===== src/rtl/spi_tgt_pkg.sv =====
package spi_tgt_pkg;

    // Raw serial pins as seen at the block boundary
    typedef struct packed {
        logic sclk;
        logic ss_n;
        logic mosi;
    } pin_set_t;

    // Resting level assumed for the pins at reset
    localparam pin_set_t PIN_IDLE = '{sclk: 1'b0, ss_n: 1'b1, mosi: 1'b0};

endpackage


===== src/rtl/spi_tgt_sync.sv =====
module spi_tgt_sync
    import spi_tgt_pkg::*;
#(
    parameter int STAGES = 2
) (
    input  logic     clk,
    input  logic     rst_n,
    input  pin_set_t raw_i,
    output logic     sclk_rise_o,
    output logic     sclk_fall_o,
    output logic     ss_rise_o,
    output logic     ss_active_o,
    output logic     mosi_o
);

    typedef struct packed {
        pin_set_t [STAGES-1:0] chain;
        pin_set_t              last;
    } sync_st_t;

    sync_st_t st_d, st_q;
    pin_set_t cur, prev;

    always_comb begin
        st_d          = st_q;
        st_d.chain[0] = raw_i;
        for (int i = 1; i < STAGES; i++) begin
            st_d.chain[i] = st_q.chain[i-1];
        end
        st_d.last = st_q.chain[STAGES-1];
    end

    always_ff @(posedge clk or negedge rst_n) begin
        if (!rst_n) begin
            st_q.chain <= {STAGES{PIN_IDLE}};
            st_q.last  <= PIN_IDLE;
        end else begin
            st_q <= st_d;
        end
    end

    assign cur  = st_q.chain[STAGES-1];
    assign prev = st_q.last;

    assign sclk_rise_o = cur.sclk & ~prev.sclk;
    assign sclk_fall_o = ~cur.sclk & prev.sclk;
    assign ss_rise_o   = cur.ss_n & ~prev.ss_n;
    assign ss_active_o = ~cur.ss_n;
    assign mosi_o      = cur.mosi;

endmodule


===== src/rtl/spi_tgt_rx.sv =====
module spi_tgt_rx #(
    parameter int DATA_W = 8
) (
    input  logic              clk,
    input  logic              rst_n,
    input  logic              ss_active_i,
    input  logic              ss_rise_i,
    input  logic              sclk_rise_i,
    input  logic              mosi_i,
    output logic [DATA_W-1:0] rx_data_o,
    output logic              rx_valid_o,
    output logic              abort_o,
    output logic              armed_o,
    output logic              at_boundary_o
);

    localparam int CW = (DATA_W > 1) ? $clog2(DATA_W) : 1;
    localparam logic [CW-1:0] LAST_BIT = CW'(DATA_W - 1);

    typedef struct packed {
        logic [CW-1:0]     cnt;
        logic [DATA_W-1:0] sh;
        logic [DATA_W-1:0] data;
        logic              valid;
        logic              armed;
        logic              abort;
    } rx_st_t;

    rx_st_t st_d, st_q;
    logic [DATA_W-1:0] shifted;

    assign shifted = {st_q.sh[DATA_W-2:0], mosi_i};

    always_comb begin
        st_d       = st_q;
        st_d.valid = 1'b0;
        st_d.abort = 1'b0;
        if (!ss_active_i) begin
            st_d.cnt   = '0;
            st_d.armed = 1'b0;
            if (ss_rise_i && (st_q.cnt != '0)) begin
                st_d.abort = 1'b1;
            end
        end else if (sclk_rise_i) begin
            st_d.armed = 1'b1;
            st_d.sh    = shifted;
            if (st_q.cnt == LAST_BIT) begin
                st_d.cnt   = '0;
                st_d.data  = shifted;
                st_d.valid = 1'b1;
            end else begin
                st_d.cnt = st_q.cnt + 1'b1;
            end
        end
    end

    always_ff @(posedge clk or negedge rst_n) begin
        if (!rst_n) begin
            st_q <= '0;
        end else begin
            st_q <= st_d;
        end
    end

    assign rx_data_o     = st_q.data;
    assign rx_valid_o    = st_q.valid;
    assign abort_o       = st_q.abort;
    assign armed_o       = st_q.armed;
    assign at_boundary_o = (st_q.cnt == '0);

endmodule


===== src/rtl/spi_tgt_tx.sv =====
module spi_tgt_tx #(
    parameter int DATA_W = 8
) (
    input  logic              clk,
    input  logic              rst_n,
    input  logic              ss_active_i,
    input  logic              sclk_fall_i,
    input  logic              armed_i,
    input  logic              at_boundary_i,
    input  logic [DATA_W-1:0] tx_data_i,
    input  logic              tx_load_i,
    output logic              miso_o
);

    typedef struct packed {
        logic [DATA_W-1:0] hold;
        logic [DATA_W-1:0] sh;
    } tx_st_t;

    tx_st_t st_d, st_q;
    logic [DATA_W-1:0] fresh;

    // A byte written in this very cycle takes the place of the held one
    assign fresh = tx_load_i ? tx_data_i : st_q.hold;

    always_comb begin
        st_d = st_q;
        if (tx_load_i) begin
            st_d.hold = tx_data_i;
        end
        if (!ss_active_i) begin
            st_d.sh = fresh;
        end else if (sclk_fall_i && armed_i) begin
            if (at_boundary_i) begin
                st_d.sh = fresh;
            end else begin
                st_d.sh = {st_q.sh[DATA_W-2:0], 1'b0};
            end
        end
    end

    always_ff @(posedge clk or negedge rst_n) begin
        if (!rst_n) begin
            st_q <= '0;
        end else begin
            st_q <= st_d;
        end
    end

    assign miso_o = st_q.sh[DATA_W-1];

endmodule


===== src/rtl/spi_frame_target.sv =====
module spi_frame_target
    import spi_tgt_pkg::*;
#(
    parameter int DATA_W      = 8,
    parameter int SYNC_STAGES = 2
) (
    input  logic              clk,
    input  logic              rst_n,
    input  logic              spi_sclk_i,
    input  logic              spi_ss_n_i,
    input  logic              spi_mosi_i,
    output logic              miso_o,
    output logic              miso_oe_o,
    output logic [DATA_W-1:0] rx_data_o,
    output logic              rx_valid_o,
    input  logic [DATA_W-1:0] tx_data_i,
    input  logic              tx_load_i,
    output logic              tx_req_o,
    output logic              frame_abort_o
);

    pin_set_t raw;
    logic sclk_rise, sclk_fall, ss_rise, ss_active, mosi_s;
    logic armed, at_boundary;

    assign raw = '{sclk: spi_sclk_i, ss_n: spi_ss_n_i, mosi: spi_mosi_i};

    spi_tgt_sync #(.STAGES(SYNC_STAGES)) sync_i (
        .clk         (clk),
        .rst_n       (rst_n),
        .raw_i       (raw),
        .sclk_rise_o (sclk_rise),
        .sclk_fall_o (sclk_fall),
        .ss_rise_o   (ss_rise),
        .ss_active_o (ss_active),
        .mosi_o      (mosi_s)
    );

    spi_tgt_rx #(.DATA_W(DATA_W)) rx_i (
        .clk           (clk),
        .rst_n         (rst_n),
        .ss_active_i   (ss_active),
        .ss_rise_i     (ss_rise),
        .sclk_rise_i   (sclk_rise),
        .mosi_i        (mosi_s),
        .rx_data_o     (rx_data_o),
        .rx_valid_o    (rx_valid_o),
        .abort_o       (frame_abort_o),
        .armed_o       (armed),
        .at_boundary_o (at_boundary)
    );

    spi_tgt_tx #(.DATA_W(DATA_W)) tx_i (
        .clk           (clk),
        .rst_n         (rst_n),
        .ss_active_i   (ss_active),
        .sclk_fall_i   (sclk_fall),
        .armed_i       (armed),
        .at_boundary_i (at_boundary),
        .tx_data_i     (tx_data_i),
        .tx_load_i     (tx_load_i),
        .miso_o        (miso_o)
    );

    // Each completed byte is also the cue for the next transmit byte
    assign tx_req_o = rx_valid_o;

    // Enable follows the pin directly to meet the release budget
    assign miso_oe_o = ~spi_ss_n_i;

endmodule


===== config.mk =====
export PLATFORM = sky130hd
export DESIGN_NAME = spi_frame_target
export DESIGN_NICKNAME = d
export VERILOG_FILES = /design/src/rtl/spi_tgt_pkg.sv /design/src/rtl/spi_tgt_sync.sv /design/src/rtl/spi_tgt_rx.sv /design/src/rtl/spi_tgt_tx.sv /design/src/rtl/spi_frame_target.sv
export SDC_FILE = /design/constraint.sdc
export NUM_CORES = 1
export LEC_CHECK = 0
export BUFFER_PORTS_ARGS = -buffer_cell sky130_fd_sc_hd__buf_2
export CORE_ASPECT_RATIO = 1.2
export CORE_MARGIN = 2
export CORE_UTILIZATION = 55
export CTS_CLUSTER_DIAMETER = 150
export DETAILED_ROUTE_END_ITERATION = 10
export PLACE_DENSITY = 0.83
export SKIP_LAST_GASP = 1
export SLEW_MARGIN = 25
export SYNTH_ARGS = -nofsm -noshare
export SYNTH_HDL_FRONTEND = slang
export SYNTH_SLANG_ARGS = --single-unit

===== constraint.sdc =====
create_clock -name clk -period 2.1 [get_ports clk]
set_input_delay 0.105 -clock clk [delete_from_list [all_inputs] [get_ports clk]]
set_output_delay 0.105 -clock clk [all_outputs]
set_load 0.01 [all_outputs]

; ---- Word level (Yosys, flattened, before mapping)
; Index checks and enable logic that the tools add are counted.
[classes]
add_sub_neg = 1
n_eq_ne = 1
mux = 12
n_bitwise = 8
n_reduce_logical = 8
[op_table]
columns = cell, count
row1 = 8-bit 2-to-1 mux, 4
row2 = 21-bit 2-to-1 mux, 1
row3 = 9-bit 2-to-1 mux, 1
row4 = 3-bit 2-to-1 mux, 2
row5 = 1-bit inverter, 5
row6 = 1-bit 2-to-1 mux, 4
row7 = 2-bit nonzero test, 2
row8 = "3-bit by 1-bit adder with 3-bit output, second input constant", 1
row9 = 1-bit AND, 3
row10 = "3-bit == test, second input constant", 1
row11 = 3-bit zero test, 1
row12 = 3-bit AND reduction, 1
row13 = 3-bit nonzero test, 1
row14 = 1-bit logical AND, 2
row15 = 2-bit AND reduction, 1
[totals]
register_bits = 46
in_bits = 14
out_inout_bits = 13
elab_cells = 46

; ---- Depth between registers and ports, before layout
; Gate-level depths: netlist of run 1.
[logic_depth]
depth_word = 5
ltp_mapped = 6
ltp_nobuf = 5

; ---- Hierarchy
; Synthesis of run 1 repeated with hierarchy kept, for this count alone.
[hier_totals]
cells_unflattened = 133
hier_area_um2 = 1879.3
[by_module_without_submodules]
columns = mod, instances, cells_per_inst, area_per_inst_um2, seq_area_each_um2
row1 = spi_tgt_rx, 1, 66, 934.6, 525.5
row2 = spi_tgt_tx, 1, 53, 704.4, 400.4
row3 = spi_tgt_sync, 1, 12, 229.0, 203.9
row4 = spi_frame_target, 1, 2, 11.3, 0.0

; ---- Least setup slack after synthesis of run 1
; No wires, ideal clock.
[synth_path]
path_kind = flip-flop to flip-flop
from = reg sync_i.st_q, in the netlist sync_i.prev[2]
to = reg rx_i.st_q, in the netlist rx_i.rx_data_o[0]
setup_ns = 0.125
t_arrival_ns = 1.373
required_ns = 1.975
setup_slack_ns = 0.602
stages_incl_launch_ff = 5
n_path_buf = 1
synth_period_minus_slack_ns = 1.498
path_cell_list = dfrtp_1 nor3b_4 and2_4 buf_12 mux2_4
[synth_via]
elab_chain_cells = 3
[synth_lines]
columns = element, line_no
row1 = start: declaration, spi_tgt_sync.sv:21  ; sync_st_t st_d, st_q;
row2 = start signal: assignment, spi_tgt_sync.sv:38  ; st_q <= st_d;
row3 = 1-bit inverter, spi_tgt_sync.sv:45  ; assign sclk_rise_o = cur.sclk & ~prev.sclk;
row4 = 1-bit AND, spi_tgt_sync.sv:45
row5 = 3-bit AND reduction (no source line), --
row6 = end signal: assignment, spi_tgt_rx.sv:61  ; st_q <= st_d;
row7 = end: declaration, spi_tgt_rx.sv:29  ; rx_st_t st_d, st_q;
; Every way passes these cells.
; A chain may end at the register's enable or synchronous reset.

; ---- Worst setup path after layout of run 1
[layout_path]
from = reg rx_i.st_q[19] (netlist bit)
to = reg tx_i.st_q[4] (netlist bit)
[layout_via]
elab_chain_cells = 4
[layout_lines]
columns = element, line_no
row1 = 3-bit zero test, spi_tgt_rx.sv:69  ; assign at_boundary_o = (st_q.cnt == '0);
row2 = 8-bit 2-to-1 mux, spi_tgt_tx.sv:34  ; if (at_boundary_i) begin
row3 = 8-bit 2-to-1 mux, spi_tgt_tx.sv:33  ; end else if (sclk_fall_i && armed_i) begin
row4 = 8-bit 2-to-1 mux, spi_tgt_tx.sv:31  ; if (!ss_active_i) begin
row5 = end signal: assignment, spi_tgt_tx.sv:46  ; st_q <= st_d;
row6 = end: declaration, spi_tgt_tx.sv:20  ; tx_st_t st_d, st_q;
; Every way passes these cells. The select of a mux whose other input is x is not followed.

==> impl_metrics.csv, run 1 <==
group,metric,value,unit
status,status,"finished clean",
global_routing,grt_first_pass_wirelength,5175,um
setup_path,slowest_stage,"nor2b_1",
power_and_ir_drop,clkPwrFrac,34.6,%
sta,period_needed,1.667,ns
power_and_ir_drop,power_frac_comb,10.6,%
die,coreArea,3309,um2
clock_network,cts_setup_buffers,0,
sta,worstMarginPinSlew,0.5746,ns
place,placed_cells,189,
clock_network,h-tree-depth,2,
global_routing,grt_use_total,18.06,%
clock_network,hold_buffers,4,
die,initial_utilization,57.20,%
finish,syn_to_final_growth,12.36,%
global_routing,grt.overflow.total,0,
logic_synthesis,synth_common_cells,"dfrtp_1 (42), mux2_2 (15), buf_4 (9)",
setup_path,crit_path_max_fanout,9,
clock_network,clk_path_buf_depth,2,
power_and_ir_drop,switchingPower,435.7,uW
die,die_w,57.56,um
finish,final_nets,181,
power_and_ir_drop,seq_power_share,54.8,%
drt,vias,1121,
hold_path,hold_class,"in -> reg",
setup_path,critPathKind,"reg -> reg",
power_and_ir_drop,fin_total_pwr,1904,uW
finish,postLayoutCellArea,2127,um2
setup_path,cp_slowest_stage_delay,0.48,ns
logic_synthesis,synth_edf_count,0,
setup_path,crit_end,"tx_i.st_q[4]",
logic_synthesis,synth_warnings,0,
sta,fin_skew,0.008211,ns
setup_path,critPathCaptureType,"flip-flop",
finish,antenna_cells,0,
power_and_ir_drop,peakVddDrop,0.0006278,V
place,place_ws,0.4576,ns
sta,setup_viol_count_final,0,
sta,grt_setup_unrepaired,"no",
clock_network,clkSinkCount,45,
sta,tns,0,ns
power_and_ir_drop,cellPowerDensity,895.1,nW/um2
die,die_h,68.27,um
clock_network,cts_resized,0,
clock_network,insertion_delay,0.29,ns
sta,slew_headroom,61.62,%
global_routing,antenna_found_initial,0,
power_and_ir_drop,switching_share,22.88,%
place,dp_hpwl,2114,um
setup_path,rr_endpoint,"tx_i.st_q[4]",
logic_synthesis,ys_async_sr_fraction,100.0,%
drt,first_iter_violations,48,
logic_synthesis,synth_top_area_share,55.52,%
sta,max_freq,0.5999,GHz
clock_network,clockRootBuffer,"clkbuf_8",
drt,via_per_inst,5.577,
sta,setup_ws,0.4330,ns
global_routing,grt_pass1_vias,1148,
setup_path,reg2reg_slack,0.43,ns
logic_synthesis,syn_nets,158,
place,placed_area,1968,um2
logic_synthesis,synth_ff_type,"dfrtp_1",
sta,drv_slew,0,
setup_path,crit_chain,"inv_1 > ha_1 > nor2b_1 > nor3_1 > o31ai_1",
place,portBuffers,26,
clock_network,cts_tree,"done",
setup_path,critPathRequiredTime,2.28,ns
logic_synthesis,ys_types,25,
logic_synthesis,syn_area,1893,um2
drt,wl_per_cell,15.33,um
setup_path,arrival,1.85,ns
clock_network,cts.reportedPaths.clkPinSlew,0.08,ns
setup_path,critPathLaunchType,"flip-flop",
die,dieArea,3929,um2
place,place_congestion,0.7804,
logic_synthesis,synth_cells,140,
global_routing,grt_max_degree,46,
sta,final_hold_viol_count,0,
logic_synthesis,ys_ff_latch,45,
logic_synthesis,synth.most_common_cell,"dfrtp_1",
finish,finalNonFillerCells,201,
drt,finalWirelength,3081,um
sta,min_period_over_period,79.38,%
logic_synthesis,synth_area_leaders,"dfrtp_1 (56%), mux2_2 (8.9%), mux2_4 (6.3%)",
die,io_pins,27,
power_and_ir_drop,p_leak,0.001027,uW
logic_synthesis,synth_top_area_cell,"dfrtp_1",
setup_path,r2r_cells,5,
drt,postRouteAntennaNets,0,
logic_synthesis,avgSynthCellArea,13.52,um2
finish,drive_above_1_share,38.41,%
logic_synthesis,seq_area_frac_synth,59.68,%
clock_network,cts_made_buffers,5,
flow_run,maxCapViolCount,0,
setup_path,critical_path.startpoint,"rx_i.st_q[19]",
finish,fill_cells,228,
drt,drt_first_pass_iters,4,
die,placementRows,23,
setup_path,r2r-start,"rx_i.st_q[19]",
drt,route.detailed.drc,0,
power_and_ir_drop,power.internal,1468,uW
[registers in the layout, summed over array words and instances, names as in the netlist]
| register | cells |
|---|---|
| sync_i.st_d | 3 |
| rx_i.rx_valid_o | 1 |
| rx_i.abort_o | 1 |
| tx_i.st_q | 15 |
| rx_i.rx_data_o | 8 |
| rx_i.armed_o | 1 |
| sync_i.cur | 2 |
| sync_i.mosi_o | 1 |
| rx_i.st_q | 3 |
| tx_i.miso_o | 1 |
| rx_i.shifted | 7 |
| sync_i.prev | 2 |
[through the flow]
| stage | util [%] | hold slack [ns] |
|---|---|---|
| final | 64.27 | 0.05661 |
| after CTS | 64.20 | 0.05472 |
| after detailed placement | 59.47 | 0.2151 |
| after floorplan | - | -0.1906 |
| after global routing | 64.27 | 0.05433 |
| after global placement | 59.47 | 0.2127 |
[metal layers]
| metal | global-route usage, % | vias to the layer above | wire length, um |
|---|---|---|---|
| met5 | 0 | - | 0 |
| met4 | 11.63 | 0 | 80 |
| met3 | 4.159 | 8 | 120 |
| met2 | 30.40 | 34 | 1592 |
| met1 | 20.72 | 561 | 1287 |
| li1 | - | 518 | - |
[critical path: cells and delay by family, from the launching register on]
family / cells / cell delay (ns)
compound gates: 1 / 0.31
buf+inv: 1 / 0.07
simple gates: 2 / 0.60
flops: 1 / 0.42
fa+ha+maj: 1 / 0.15
[layout by cell type, fill, tap and decap left out, drive strengths merged]
cell type / count
nand3: 8
buf: 27
o21ai: 2
nand3b: 1
o31ai: 7
mux2i: 3
dfstp: 3
and2: 2
dlygate4sd3: 4
dfrtp: 42
nand2b: 1
nor2b: 3
a21oi: 7
clkbuf: 7
nor2: 6
nor3b: 1
nor3: 8
mux2: 23
inv: 4
ha: 4
bufinv: 1
[worst min path at each step]
stage	endpoint	slack, ns	startpoint	cells past startpoint
final	tx_i.st_q[14]	0.06	tx_data_i[6]	2
after global routing	tx_i.st_q[8]	0.05	tx_data_i[0]	2
after CTS	tx_i.st_q[14]	0.05	tx_data_i[6]	2
after detailed placement	sync_i.st_d[8]	0.22	spi_sclk_i	1
after global placement	sync_i.st_d[8]	0.21	spi_sclk_i	1
after floorplan	rx_i.abort_o	-0.19	rst_n	0
[final cells by class]
cell class / count / area [um2] / area share [%]
sequential: 45 / 1130 / 53.12
multi-input combinational: 76 / 639.4 / 30.06
timing repair buffer: 31 / 180.2 / 8.471
clock buffer: 7 / 86.33 / 4.059
tap: 37 / 46.29 / 2.176
clock inverter: 1 / 30.03 / 1.412
inverter: 4 / 15.01 / 0.7059
[cell families after synthesis]
kind of cell | share of synthesized area, %
flops | 59.68
simple gates | 9.122
mux | 16.85
buf+inv | 6.542
compound gates | 5.155
fa+ha+maj | 2.644
[power groups by stage]
stage	Combinational, uW	Clock [uW]	Sequential, uW
floorplan	139	0	1040
global placement	183	0	1050
detailed placement	198	0	1060
CTS	205	674	1040
global route	228	703	1060
finish	202	659	1040
(Power assumes the default switching activity.)
==> run 2: changes to the inputs <==
Clock period 2.1 ns to 1.7 ns, I/O delays scaled along.
==> impl_metrics.csv, run 2 (synthesis results as in run 1) <==
group,metric,value,unit
setup_path,critPathRequiredTime,1.88,ns
global_routing,grt.overflow.total,0,
place,place_congestion,0.8458,
clock_network,cts_made_buffers,5,
power_and_ir_drop,cellPowerDensity,1025,nW/um2
flow_run,maxCapViolCount,0,
clock_network,clkSinkCount,45,
setup_path,crit_chain,"nor3b_4 > and2_4 > mux2_4",
place,place_ws,0.1176,ns
finish,postLayoutCellArea,2115,um2
place,dp_hpwl,2161,um
clock_network,clockRootBuffer,"clkbuf_8",
finish,largest_reg_flops,15,
sta,period_needed,1.583,ns
clock_network,clk_path_buf_depth,2,
sta,max_freq,0.6315,GHz
place,placed_area,1991,um2
setup_path,critPathKind,"reg -> reg",
power_and_ir_drop,peakVddDrop,0.0006724,V
global_routing,busiest_layer,"met2",
finish,finalNonFillerCells,204,
sta,setup_ws,0.1166,ns
drt,via_per_inst,5.495,
drt,finalWirelength,2995,um
setup_path,critPathCaptureType,"flip-flop",
sta,setup_viol_count_final,0,
sta,drv_slew,0,
setup_path,slowest_stage,"dfrtp_1",
setup_path,critPathLaunchType,"flip-flop",
sta,worstMarginPinSlew,0.5403,ns
global_routing,use_met1,20.02,%
die,coreArea,3309,um2
finish,layout_common_cells,"dfrtp_1 (42), buf_2 (26), mux2_2 (15)",
sta,slew_headroom,63.98,%
finish,multi_input_area,639.4,um2
sta,grt_setup_unrepaired,"no",
finish,syn_to_final_growth,11.70,%
global_routing,grt_pass1_vias,1131,
sta,fin_skew,0.009308,ns
sta,final_hold_viol_count,0,
drt,wl_per_cell,14.68,um
clock_network,hold_buffers,4,
finish,drive_above_1_share,38.92,%
die,dieArea,3929,um2
die,initial_utilization,57.20,%
die,io_pins,27,
drt,postRouteAntennaNets,0,
sta,tns,0,ns
clock_network,cts_setup_buffers,0,
finish,final_common_cell,"dfrtp_1",
clock_network,cts.reportedPaths.clkPinSlew,0.08,ns
place,portBuffers,26,
global_routing,grt_first_pass_wirelength,5140,um
global_routing,gr-usage-met3,5.293,%
power_and_ir_drop,fin_total_pwr,2167,uW
die,placementRows,23,
finish,final_nets,184,
clock_network,h-tree-depth,2,
setup_path,cp_slowest_stage_delay,0.43,ns
hold_path,hold_class,"in -> reg",
place,placed_cells,192,
setup_path,cp.buffers_inverters,0,
drt,drt_first_pass_iters,4,
drt,route.detailed.drc,0,
setup_path,arrival,1.76,ns
global_routing,grt_use_total,17.71,%
global_routing,antenna_found_initial,0,
clock_network,cts_tree,"done",
drt,first_iter_violations,35,
setup_path,critPathTopFamily,"simple AND/OR/NAND/NOR gates",
die,die_h,68.27,um
clock_network,insertion_delay,0.30,ns
global_routing,grtUsageMet2,30.26,%
finish,largest_register,"tx_i.st_q",
finish,antenna_cells,0,
finish,seqCellArea,1130,um2
clock_network,cts_resized,0,
setup_path,crit_path_max_fanout,9,
drt,vias,1121,
finish,fill_cells,247,
die,die_w,57.56,um
status,status,"finished clean",
global_routing,grt_max_degree,46,
sta,min_period_over_period,93.14,%
power_and_ir_drop,p_leak,0.001020,uW
[run 2: power breakdown]
group	total [uW]	internal, uW	switching, uW
combinational	254	137	118
sequential	1290	1200	86.0
clock	624	291	334
total	2170	1630	537
[run 2: final timing paths]
path                                 from                end  depth (start not counted)  slack (ns)
max                        sync_i.prev[2]  rx_i.rx_data_o[1]                          3        0.12
min                          tx_data_i[0]       tx_i.st_q[8]                          2        0.04
max reg2reg                sync_i.prev[2]  rx_i.rx_data_o[1]                          3        0.12
min reg2reg                sync_i.st_d[6]      sync_i.mosi_o                          0        0.35
max in group asynchronous           rst_n     sync_i.st_d[7]                          3        0.92
min in group asynchronous           rst_n  rx_i.rx_data_o[0]                          3        0.40
[run 2: per-layer routing]
metal	vias up	share of wire (%)
met3	9	4.9
met1	557	42
met5	-	0
met2	32	50
met4	0	2.3
li1	523	-
[run 2: layout make-up]
cell class / count / share of cell area, %
inverters: 4 / 0.7101
flip-flops and latches: 45 / 53.43
clock inverters: 1 / 0.3550
multi-input cells: 76 / 30.24
clock buffers: 7 / 3.609
repair buffers: 34 / 9.467
well taps: 37 / 2.189
[run 2: metrics by stage]
stage | hold WS, ns | util [%]
after floorplan | -0.2106 | -
after global placement | 0.1795 | 60.15
after detailed placement | 0.1887 | 60.15
after CTS | 0.03654 | 63.89
after global routing | 0.03593 | 63.89
final | 0.03546 | 63.89
==> run 3: changes to the inputs <==
Settings changed: PLACE_DENSITY 0.83 to 0.88, REMOVE_ABC_BUFFERS from default to 1.
==> impl_metrics.csv, run 3 (synthesis results as in run 1) <==
group,metric,value,unit
status,status,"finished clean",
hold_path,holdCritStartpoint,"tx_data_i[4]",
finish,largest_reg_flops,15,
place,place_congestion,0.7050,
die,die_h,68.27,um
finish,final_common_cell,"dfrtp_1",
setup_path,critPathCaptureType,"flip-flop",
power_and_ir_drop,switching_share,24.76,%
power_and_ir_drop,peakVddDrop,0.0007154,V
drt,vias,1116,
die,die_w,57.56,um
drt,wl_per_cell,14.89,um
clock_network,cts_tree,"done",
clock_network,clkSinkCount,45,
flow_run,maxCapViolCount,0,
setup_path,reg2reg_slack,0.09,ns
power_and_ir_drop,power.internal,1633,uW
setup_path,critPathLaunchType,"flip-flop",
power_and_ir_drop,p_leak,0.001024,uW
sta,fin_skew,0.005473,ns
sta,grt_setup_unrepaired,"no",
clock_network,cts_made_buffers,5,
place,portBuffers,26,
global_routing,antenna_found_initial,0,
place,dp_hpwl,2104,um
sta,slew_headroom,72.69,%
setup_path,r2r-start,"sync_i.prev[2]",
drt,postRouteAntennaNets,0,
finish,final_nets,184,
sta,tns,0,ns
drt,finalWirelength,3038,um
finish,fin_util,64.27,%
drt,drt_first_pass_iters,4,
global_routing,grt_max_degree,46,
setup_path,critPathKind,"reg -> reg",
sta,setup_viol_count_final,0,
sta,worstMarginPinSlew,0.4088,ns
clock_network,clk_path_buf_depth,2,
die,dieArea,3929,um2
clock_network,clockRootBuffer,"clkbuf_8",
global_routing,grt_use_total,17.64,%
setup_path,crit_chain,"nor3b_4 > and2_4 > mux2_4",
finish,antenna_cells,0,
setup_path,critPathRequiredTime,1.89,ns
clock_network,cts.reportedPaths.clkPinSlew,0.08,ns
die,placementRows,23,
setup_path,crit_path_max_fanout,9,
global_routing,grt.overflow.total,0,
die,coreArea,3309,um2
hold_path,whs_path_depth,2,
die,initial_utilization,57.20,%
finish,layout_common_cells,"dfrtp_1 (42), buf_2 (26), mux2_2 (15)",
hold_path,min_to,"tx_i.st_q[12]",
global_routing,grt_first_pass_wirelength,5106,um
drt,first_iter_violations,29,
setup_path,arrival,1.80,ns
clock_network,cts_resized,0,
sta,period_needed,1.610,ns
drt,route.detailed.drc,0,
setup_path,rr_endpoint,"rx_i.rx_data_o[1]",
drt,via_per_inst,5.471,
power_and_ir_drop,seq_power_share,59.2,%
power_and_ir_drop,power_frac_comb,11.8,%
power_and_ir_drop,switchingPower,537.5,uW
clock_network,cts_setup_buffers,0,
clock_network,h-tree-depth,2,
power_and_ir_drop,cellPowerDensity,1021,nW/um2
sta,setup_ws,0.09002,ns
die,io_pins,27,
finish,drive_above_1_share,38.92,%
power_and_ir_drop,clkPwrFrac,29.0,%
sta,max_freq,0.6211,GHz
setup_path,slowest_stage,"dfrtp_1",
global_routing,grt_pass1_vias,1096,
hold_path,hold_class,"in -> reg",
sta,final_hold_viol_count,0,
clock_network,insertion_delay,0.30,ns
setup_path,cp_slowest_stage_delay,0.44,ns
finish,syn_to_final_growth,12.36,%
clock_network,hold_buffers,4,
place,place_ws,0.08877,ns
finish,largest_register,"tx_i.st_q",
sta,drv_slew,0,
setup_path,r2r_cells,3,
sta,min_period_over_period,94.70,%
run 3: cell counts in the layout (fill, tap and decap cells not counted):
Identical to the previous run, type by type.
run 3: worst max path at each step:
stage / startpoint / depth (start not counted) / slack [ns] / endpoint
finish: sync_i.prev[2] / 3 / 0.09 / rx_i.rx_data_o[1]
global route: sync_i.prev[2] / 3 / 0.02 / rx_i.rx_data_o[1]
CTS: sync_i.prev[2] / 3 / 0.07 / rx_i.rx_data_o[1]
detailed placement: sync_i.prev[2] / 3 / 0.09 / rx_i.rx_data_o[7]
global placement: sync_i.prev[2] / 3 / 0.18 / rx_i.rx_data_o[2]
floorplan: sync_i.cur[1] / 3 / 0.23 / tx_i.miso_o
run 3: worst max-delay path: cells and delay by family, from the launching register on:
kind,cells,cell delay [ns]
flip-flops,1,0.44
AND/OR/NAND/NOR,2,0.73
multiplexers,1,0.32
run 3: final cells by class:
| type | instances | area (um2) |
|---|---|---|
| clock buffer | 7 | 76.32 |
| clock inverter | 1 | 7.507 |
| fill | 238 | 1182 |
| inverter | 4 | 15.01 |
| multi-input combinational | 76 | 639.4 |
| sequential | 45 | 1130 |
| tap | 37 | 46.29 |
| timing repair buffer | 34 | 212.7 |
run 3: power by group through the flow:
stage	registers (uW)	clock network, uW	logic (uW)
detailed placement	1300	0	253
floorplan	1280	0	163
global route	1300	691	290
CTS	1290	652	261
finish	1290	629	256
global placement	1300	0	239
run 3: per-layer routing:
| metal | wire length, um | up-vias | part of all wire, % | track usage (%) |
|---|---|---|---|---|
| met1 | 1254 | 547 | 41 | 21.07 |
| li1 | - | 527 | - | - |
| met5 | 0 | - | 0 | 0 |
| met4 | 46 | 0 | 1.5 | 8.430 |
| met2 | 1556 | 38 | 51 | 28.98 |
| met3 | 180 | 4 | 5.9 | 5.671 |
run 3: metrics by stage:
| step | power, uW | instances | cell area, um2 | hold slack (ns) |
|---|---|---|---|---|
| after global placement | 1536 | 192 | 2003 | 0.07279 |
| after global routing | 2283 | 204 | 2127 | 0.02734 |
| after detailed placement | 1558 | 192 | 2003 | 0.07992 |
| after floorplan | 1446 | 125 | 1784 | -0.2106 |
| final | 2171 | 204 | 2127 | 0.03373 |
| after CTS | 2199 | 204 | 2127 | 0.02489 |
